$ cat config.mk
export PLATFORM = sky130hd
export DESIGN_NAME = field_match_alarm
export DESIGN_NICKNAME = d
export VERILOG_FILES = /design/src/rtl/alarm_pkg.sv /design/src/rtl/alarm_regfile.sv /design/src/rtl/field_compare.sv /design/src/rtl/alarm_flag_ctl.sv /design/src/rtl/field_match_alarm.sv
export SDC_FILE = /design/constraint.sdc
export NUM_CORES = 1
export LEC_CHECK = 0
export BUFFER_PORTS_ARGS = -buffer_cell sky130_fd_sc_hd__buf_2
export CAP_MARGIN = 20
export CORE_ASPECT_RATIO = 0.5
export CORE_MARGIN = 4
export CORE_UTILIZATION = 35
export DETAILED_ROUTE_END_ITERATION = 7
export MAX_ROUTING_LAYER = met4
export PLACE_DENSITY = 0.55
export REMOVE_ABC_BUFFERS = 1
export SKIP_CTS_REPAIR_TIMING = 1
export SLEW_MARGIN = 10
export SYNTH_ARGS = -nofsm -noshare
export SYNTH_HDL_FRONTEND = slang
export SYNTH_SLANG_ARGS = --single-unit
$ cat constraint.sdc
create_clock -name clk -period 4.52 [get_ports clk]
set_input_delay 0.678 -clock clk [delete_from_list [all_inputs] [get_ports clk]]
set_output_delay 0.678 -clock clk [all_outputs]
set_load 0.005 [all_outputs]
$ cat src/rtl/alarm_pkg.sv
package alarm_pkg;

    localparam int unsigned NUM_FIELDS = 7;
    localparam int unsigned FIELD_W    = 8;
    localparam int unsigned SEL_W      = $clog2(NUM_FIELDS + 1);
    localparam int unsigned TIME_W     = NUM_FIELDS * FIELD_W;

    typedef enum logic [SEL_W-1:0] {
        SEL_SEC   = 3'd0,
        SEL_MIN   = 3'd1,
        SEL_HOUR  = 3'd2,
        SEL_DATE  = 3'd3,
        SEL_MONTH = 3'd4,
        SEL_WDAY  = 3'd5,
        SEL_YEAR  = 3'd6,
        SEL_MASK  = 3'd7
    } reg_sel_e;

    typedef struct packed {
        logic               wr;
        logic               rd;
        logic [SEL_W-1:0]   sel;
        logic [FIELD_W-1:0] wdata;
    } host_req_t;

    // Power-up value of each threshold byte.
    function automatic logic [FIELD_W-1:0] thr_reset(input int unsigned idx);
        logic [FIELD_W-1:0] v;
        case (idx)
            0:       v = 8'h7F;
            1:       v = 8'h7F;
            2:       v = 8'hBF;
            3:       v = 8'h3F;
            4:       v = 8'h1F;
            5:       v = 8'h07;
            6:       v = 8'hFF;
            default: v = 8'h00;
        endcase
        return v;
    endfunction

    function automatic logic host_touch(input host_req_t r);
        return r.wr | r.rd;
    endfunction

endpackage

$ cat src/rtl/alarm_regfile.sv
module alarm_regfile
    import alarm_pkg::*;
#(
    parameter int unsigned NF = NUM_FIELDS,
    parameter int unsigned W  = FIELD_W
) (
    input  logic            clk,
    input  logic            rst,
    input  host_req_t       req,
    output logic [NF-1:0]   en_mask,
    output logic [NF*W-1:0] thr_flat,
    output logic [W-1:0]    rd_data
);
    localparam int unsigned PAD_W = W - NF;

    logic [W-1:0]  thr_q [NF];
    logic [NF-1:0] mask_q;

    for (genvar g = 0; g < NF; g++) begin : g_thr
        always_ff @(posedge clk) begin
            if (rst) begin
                thr_q[g] <= thr_reset(g);
            end else if (req.wr && (req.sel == SEL_W'(g))) begin
                thr_q[g] <= req.wdata;
            end
        end
        assign thr_flat[g*W +: W] = thr_q[g];
    end

    // The top bit of the written byte is dropped; only field enables are kept.
    always_ff @(posedge clk) begin
        if (rst) begin
            mask_q <= '0;
        end else if (req.wr && (req.sel == SEL_MASK)) begin
            mask_q <= req.wdata[NF-1:0];
        end
    end

    assign en_mask = mask_q;

    always_comb begin
        rd_data = '0;
        if (req.sel == SEL_MASK) begin
            rd_data = {{PAD_W{1'b0}}, mask_q};
        end else if (int'(req.sel) < int'(NF)) begin
            rd_data = thr_q[req.sel];
        end
    end

endmodule

$ cat src/rtl/field_compare.sv
module field_compare
    import alarm_pkg::*;
#(
    parameter int unsigned NF = NUM_FIELDS,
    parameter int unsigned W  = FIELD_W
) (
    input  logic [NF*W-1:0] live_flat,
    input  logic [NF*W-1:0] thr_flat,
    input  logic [NF-1:0]   en_mask,
    output logic [NF-1:0]   hit_vec,
    output logic            all_match
);
    logic [NF-1:0] pass_vec;

    for (genvar g = 0; g < NF; g++) begin : g_cmp
        assign hit_vec[g]  = (live_flat[g*W +: W] == thr_flat[g*W +: W]);
        assign pass_vec[g] = hit_vec[g] | ~en_mask[g];
    end

    // An empty mask never qualifies.
    assign all_match = (|en_mask) & (&pass_vec);

endmodule

$ cat src/rtl/alarm_flag_ctl.sv
module alarm_flag_ctl (
    input  logic clk,
    input  logic rst,
    input  logic tick,
    input  logic clear,
    input  logic match,
    output logic flag
);
    always_ff @(posedge clk) begin
        if (rst) begin
            flag <= 1'b0;
        end else if (clear) begin
            flag <= 1'b0;
        end else if (tick && match) begin
            flag <= 1'b1;
        end
    end
endmodule

$ cat src/rtl/field_match_alarm.sv
module field_match_alarm
    import alarm_pkg::*;
(
    input  logic               clk,
    input  logic               rst,
    input  logic               sec_tick,
    input  logic [TIME_W-1:0]  live_time,
    input  logic               host_wr,
    input  logic               host_rd,
    input  logic [SEL_W-1:0]   host_sel,
    input  logic [FIELD_W-1:0] host_wdata,
    output logic [FIELD_W-1:0] host_rdata,
    output logic               alarm_flag,
    output logic [FIELD_W-1:0] minutes_rd
);
    host_req_t             req;
    logic [NUM_FIELDS-1:0] en_mask;
    logic [TIME_W-1:0]     thr_flat;
    logic [NUM_FIELDS-1:0] hit_vec;
    logic                  all_match;

    assign req = '{wr: host_wr, rd: host_rd, sel: host_sel, wdata: host_wdata};

    alarm_regfile #(.NF(NUM_FIELDS), .W(FIELD_W)) u_regs (
        .clk      (clk),
        .rst      (rst),
        .req      (req),
        .en_mask  (en_mask),
        .thr_flat (thr_flat),
        .rd_data  (host_rdata)
    );

    field_compare #(.NF(NUM_FIELDS), .W(FIELD_W)) u_cmp (
        .live_flat (live_time),
        .thr_flat  (thr_flat),
        .en_mask   (en_mask),
        .hit_vec   (hit_vec),
        .all_match (all_match)
    );

    alarm_flag_ctl u_flag (
        .clk   (clk),
        .rst   (rst),
        .tick  (sec_tick),
        .clear (host_touch(req)),
        .match (all_match),
        .flag  (alarm_flag)
    );

    assign minutes_rd = {alarm_flag, live_time[int'(SEL_MIN)*FIELD_W +: FIELD_W-1]};

endmodule

; ---- After elaboration in Yosys (flattened, before gate mapping)
; Memories as Yosys holds them, arrays and structs flattened.
; Cells that the tools add are included.
[word_totals]
mem_count = 1
ramBits = 56
reg_bits = 8
word_cells = 86
input_bits = 72
out_inout_bits = 17
[classes]
bitwise_logic = 23
muxes = 32
n_eq_ne = 14
n_lt_le_gt_ge = 1
n_reduce_logical = 13
[mem_list]
columns = name, depth, width, rd, rd_ports_with_merged_regs, write_ports, line
row1 = u_regs.thr_q, 7, 8, 8, 0, 7, alarm_regfile.sv:16  ; logic [W-1:0] thr_q [NF];
[ops]
columns = operator, n
row1 = $mux 8, 9
row2 = $eq 8x8->1, 7
row3 = $mux 1, 23
row4 = $or 1x1->1, 15
row5 = $eq 3x3->1 const B, 4
row6 = $logic_and 1x1->1, 9
row7 = $not 1->1, 7
row8 = $reduce_and 7->1, 1
row9 = $reduce_or 7->1, 1
row10 = $eq 3x2->1 const B, 2
row11 = $eq 3x1->1 const B, 1
row12 = $logic_not 3->1, 1
row13 = $lt 3x3->1 const B, 1
row14 = $reduce_or 2->1, 1
row15 = $and 1x1->1, 1

; ---- Longest topological paths before layout
[depth]
word_depth = 6
depth_mapped = 6
ltp_nobuf = 5

; ---- Modules after synthesis
; Synthesis repeated with hierarchy kept, for this count alone.
[hier_totals]
cells_unflattened = 322
area_unflattened_um2 = 3812.4
[modules_own_cells]
columns = mod, seq_area_each_um2, n_inst, cells_per_inst, area_each_um2
row1 = alarm_regfile, 1821.7, 1, 221, 3022.9
row2 = field_compare, 0.0, 1, 89, 684.4
row3 = field_match_alarm, 0.0, 1, 9, 66.3
row4 = alarm_flag_ctl, 20.0, 1, 3, 38.8

; ---- Least setup slack after synthesis
; Ideal clock, no wire load.
[synth_timing]
path_kind = in2out
start = in host_sel[0]
end = out host_rdata[3]
path_buffers = 2
setup_slack_ns = 2.125
arrival_ns = 1.717
t_required_ns = 3.842
path_stages = 4
path_cell_list = buf_6 > buf_12 > mux4_1 > mux2_2
[synth_via]
elab_chain_cells = 3
elab_cells_between_ends = 5
classes_between = order compare: 1 / eq/ne: 1 / mux: 2 / memory: 1
[synth_rtl]
columns = element, line
row1 = from (decl), field_match_alarm.sv:10  ; input logic [SEL_W-1:0] host_sel,
row2 = $mem_v2 7x8 / $lt 3x3->1 (equally long branches), n/a
row3 = $mux 8, alarm_regfile.sv:45  ; end else if (int'(req.sel) < int'(NF)) begin
row4 = $mux 8 *, alarm_regfile.sv:43  ; if (req.sel == SEL_MASK) begin
row5 = to (decl), field_match_alarm.sv:12  ; output logic [FIELD_W-1:0] host_rdata,
; Every way passes the cells marked *; elsewhere a longest branch is shown, timed or not.

; ---- Worst setup path after layout
; Same ends and word-level chain as after synthesis.

==> flow_metrics.env <==
export IMPL_power_static_leakage_nw=1.602
export IMPL_hp_class="flip-flop to flip-flop"
export IMPL_synth_warnings=0
export IMPL_globalRouteTotalUtil_pct=17.00
export IMPL_detailedPlacementHpwl_microns=7982
export IMPL_starting_utilization_of_the_core_area_pct=36.06
export IMPL_maxCapViolCount=0
export IMPL_area_leader_netlist="sky130_fd_sc_hd__edfxtp_1"
export IMPL_startpoint_type="input pin"
export IMPL_timing_final_hold_violations=0
export IMPL_synth_compound_gate_area_share_pct=4.016
export IMPL_post_route_min_period_ns=2.923
export IMPL_vias=2650
export IMPL_worst_path_max_delay_cell="sky130_fd_sc_hd__mux4_1"
export IMPL_yosys_area_top_type_share_pct=45.36
export IMPL_critical_path_max_stage_delay_ns=0.66
export IMPL_syn_mean_instance_area_sq_um=12.40
export IMPL_power_switching_fraction_pct=24.19
export IMPL_layout_worst_path_cycle_share_pct=64.67
export IMPL_rsz0062_at_grt="false"
export IMPL_final_seq_area_sq_mm=0.001842
export IMPL_placement_cell_area_sq_mm=0.004199
export IMPL_floorplan_io_pins=89
export IMPL_detail_route_vias_per_cell=5.028
export IMPL_drt_drc_violations_left=0
export IMPL_critPathCaptureType="output port"
export IMPL_number_of_register_bits_inferred_by_synthesis=64
export IMPL_route_antenna_remaining_nets=0
export IMPL_io_buffer_count=88
export IMPL_syn_instance_count=299
export IMPL_critPathBufInv=2
export IMPL_die_height_microns=80.78
export IMPL_numClockSinks=64
export IMPL_reported_net_switching_power_mw=0.3702
export IMPL_power_frac_clock_pct=39.7
export IMPL_worstPathArrival_ns=2.25
export IMPL_required_ns=3.84
export IMPL_crit_chain="buf_2 > mux4_1 > mux2_2 > buf_2"
export IMPL_timing_worst_slew_pin_value_ns=0.8122
export IMPL_final_wirelength_microns=10020
export IMPL_path_common_cell="sky130_fd_sc_hd__buf_2"
export IMPL_critical_path_reg2reg_endpoint="u_flag.flag"
export IMPL_final_setup_viol_count=0
export IMPL_die_area_sq_mm=0.01240
export IMPL_synth_main_ff_cell="sky130_fd_sc_hd__edfxtp_1"
export IMPL_synth_adder_area_share_pct=0
export IMPL_global_route_usage_met3_pct=4.364
export IMPL_cellPowerDensity_mw_per_mm2=342.7
export IMPL_cts_tree="yes"
export IMPL_drive_above_1_share_pct=35.66
export IMPL_cell_with_the_most_instances_after_synthesis="sky130_fd_sc_hd__edfxtp_1"
export IMPL_irDropWorstVdd_mv=0.1790
export IMPL_synth_simple_gate_area_share_pct=17.11
export IMPL_synthToLayoutAreaGrowth_pct=20.45
export IMPL_reg2reg_from="u_regs.thr_q[2][1]"
export IMPL_max_freq_mhz=342.1
export IMPL_skew_ns=0.004690
export IMPL_number_of_flops_mapped_to_enable_cells_by_yosys=56
export IMPL_first_pass_iters=5
export IMPL_netlist_top_cells_count="sky130_fd_sc_hd__edfxtp_1, sky130_fd_sc_hd__xnor2_1, sky130_fd_sc_hd__nand2_1"
export IMPL_antenna_violations_before_repair=0
export IMPL_timing_hold_worst_endpoint="u_flag.flag"
export IMPL_reg2reg_setup_slack_ns=2.89
export IMPL_cp_max_fo=25
export IMPL_numCtsBuffers=9
export IMPL_largest_family_of_logic_cells_by_synthesized_area="simple AND/OR/NAND/NOR gates"
export IMPL_drt_first_iter_violations=250
export IMPL_register_share_of_total_power_pct=46.7
export IMPL_routedWlPerCell_microns=19.01
export IMPL_finalMaxSlewViolations=0
export IMPL_clk_transition_reported_paths_ns=0.05
export IMPL_critical_path_class="input pin to output port"
export IMPL_grt_pass1_wl_microns=15240
export IMPL_final_design_area_no_fill_sq_mm=0.004466
export IMPL_antenna_cells_inserted=0
export IMPL_deepest_clock_path_buffer_count=2
export IMPL_std_cell_rows=26
export IMPL_synth_area_leaders="sky130_fd_sc_hd__edfxtp_1, sky130_fd_sc_hd__xnor2_1, sky130_fd_sc_hd__mux4_1"
export IMPL_grt_ovfl_total=0
export IMPL_power_combinational_fraction_pct=13.6
export IMPL_cts_htree_levels=3
export IMPL_vias_in_the_first_global_route=2666
export IMPL_critical_path_top_delay_family="multiplexers"
export IMPL_die_width_microns=153.6
export IMPL_internal_power_mw=1.160
export IMPL_worst_hold_startpoint="u_flag.flag"
export IMPL_finalSetupTns_ns=0
export IMPL_synthesis_area_sq_mm=0.003707
export IMPL_top_usage_layer="met2"
export IMPL_grt_max_degree=26
export IMPL_grtUsageMet1_pct=22.36
export IMPL_nets=454
export IMPL_finalWeightedCongestion=0.8402
export IMPL_reg2regPathDepth=5
export IMPL_core_sq_mm=0.01028
export IMPL_timing_max_slew_rel_slack_pct=45.74
export IMPL_run_status="completed"
export IMPL_mux_share_of_post_synthesis_cell_area_pct=12.42
export IMPL_yosys_area_share_xor_xnor_pct=13.23
export IMPL_clk_lat_worst_skew_ns=0.33
export IMPL_clockRootBuffer="sky130_fd_sc_hd__clkbuf_16"
export IMPL_synth_cell_types=37
export IMPL_grtUsageMet2_pct=26.72
export IMPL_area_of_the_multi_input_gates_sq_mm=0.001734
export IMPL_fillCellCount=984
export IMPL_whs_path_depth=2
export IMPL_synth_seq_area_share_pct=49.68
export IMPL_async_flop_share_pct=0
layer usage:
metal  part of all wire (%)  up-vias
li1                       -     1251
met1                     44     1295
met2                     48       94
met3                    6.5       10
met4                    1.1        0
met5                      0        -
flip-flops by register name, indices dropped and copies added, names as in the netlist:
signal	flops
u_regs.thr_q	56
u_flag.flag	1
u_regs.en_mask	7
cell type report:
type                    count  share of cell area (%)
flip-flops and latches     64                   41.24
multi-input cells         217                   38.83
repair buffers             88                   9.863
clock buffers              11                   5.212
well taps                 140                   3.923
clock inverters             5                  0.7565
inverters                   2                  0.1681
cells by family (layout without fill, tap and decap cells):
family | after synthesis | after routing
buffers and inverters | 18 | 106
and+or+nand+nor | 113 | 113
AOI/OAI and AO/OA | 25 | 25
DFF | 64 | 64
xor gates and xnor gates | 56 | 56
muxes | 23 | 23
power groups by stage:
stage / Sequential [mW] / Clock [mW] / Combinational, mW
2_1_floorplan: 0.709 / 0 / 0.118
3_3_place_gp: 0.729 / 0 / 0.202
5_1_grt: 0.718 / 0.651 / 0.227
6_report: 0.714 / 0.608 / 0.208
3_5_place_dp: 0.725 / 0 / 0.209
4_1_cts: 0.714 / 0.617 / 0.211
how the worst max path moves through the flow:
| stage | cells after the start | start | end | slack, ns |
|---|---|---|---|---|
| 2_1_floorplan | 2 | host_sel[0] | host_rdata[3] | 2.38 |
| 3_3_place_gp | 4 | host_sel[0] | host_rdata[3] | 1.66 |
| 3_5_place_dp | 4 | host_sel[0] | host_rdata[3] | 1.59 |
| 4_1_cts | 4 | host_sel[0] | host_rdata[3] | 1.58 |
| 5_1_grt | 4 | host_sel[0] | host_rdata[3] | 1.53 |
| 6_report | 4 | host_sel[0] | host_rdata[3] | 1.60 |
cell usage in the layout, fill, tap and decap left out, types with 3 or more instances in the layout:
cell type / n
sky130_fd_sc_hd__a21o_1: 3
sky130_fd_sc_hd__a21oi_1: 10
sky130_fd_sc_hd__and2_1: 6
sky130_fd_sc_hd__and2b_1: 3
sky130_fd_sc_hd__buf_2: 88
sky130_fd_sc_hd__clkbuf_16: 9
sky130_fd_sc_hd__dfxtp_1: 8
sky130_fd_sc_hd__edfxtp_1: 56
sky130_fd_sc_hd__mux2_2: 7
sky130_fd_sc_hd__mux4_1: 9
sky130_fd_sc_hd__mux4_2: 6
sky130_fd_sc_hd__nand2_1: 24
sky130_fd_sc_hd__nand2b_1: 21
sky130_fd_sc_hd__nand3_1: 4
sky130_fd_sc_hd__nand4_1: 13
sky130_fd_sc_hd__nor2_1: 11
sky130_fd_sc_hd__nor4_1: 5
sky130_fd_sc_hd__o21ai_0: 6
sky130_fd_sc_hd__or2_2: 18
sky130_fd_sc_hd__xnor2_1: 48
sky130_fd_sc_hd__xor2_1: 8
worst min-delay path: stages (launching register included):
cell	delay [ns]
sky130_fd_sc_hd__dfxtp_1	0.32
sky130_fd_sc_hd__nand2_1	0.06
sky130_fd_sc_hd__o31ai_1	0.06
per-stage QoR:
stage | util, % | hold slack, ns | power, mW | setup WS, ns | instances
4_1_cts | 43.44 | 0.4933 | 1.542 | 1.578 | 527
2_1_floorplan | - | 0.4484 | 0.8264 | 2.383 | 283
3_5_place_dp | 40.85 | 0.4873 | 0.9348 | 1.594 | 511
3_3_place_gp | 40.85 | 0.4739 | 0.9305 | 1.660 | 511
5_1_grt | 43.44 | 0.5053 | 1.595 | 1.529 | 527
6_report | 43.44 | 0.4844 | 1.530 | 1.597 | 527
No activity file was read; power rests on OpenSTA's default activity.
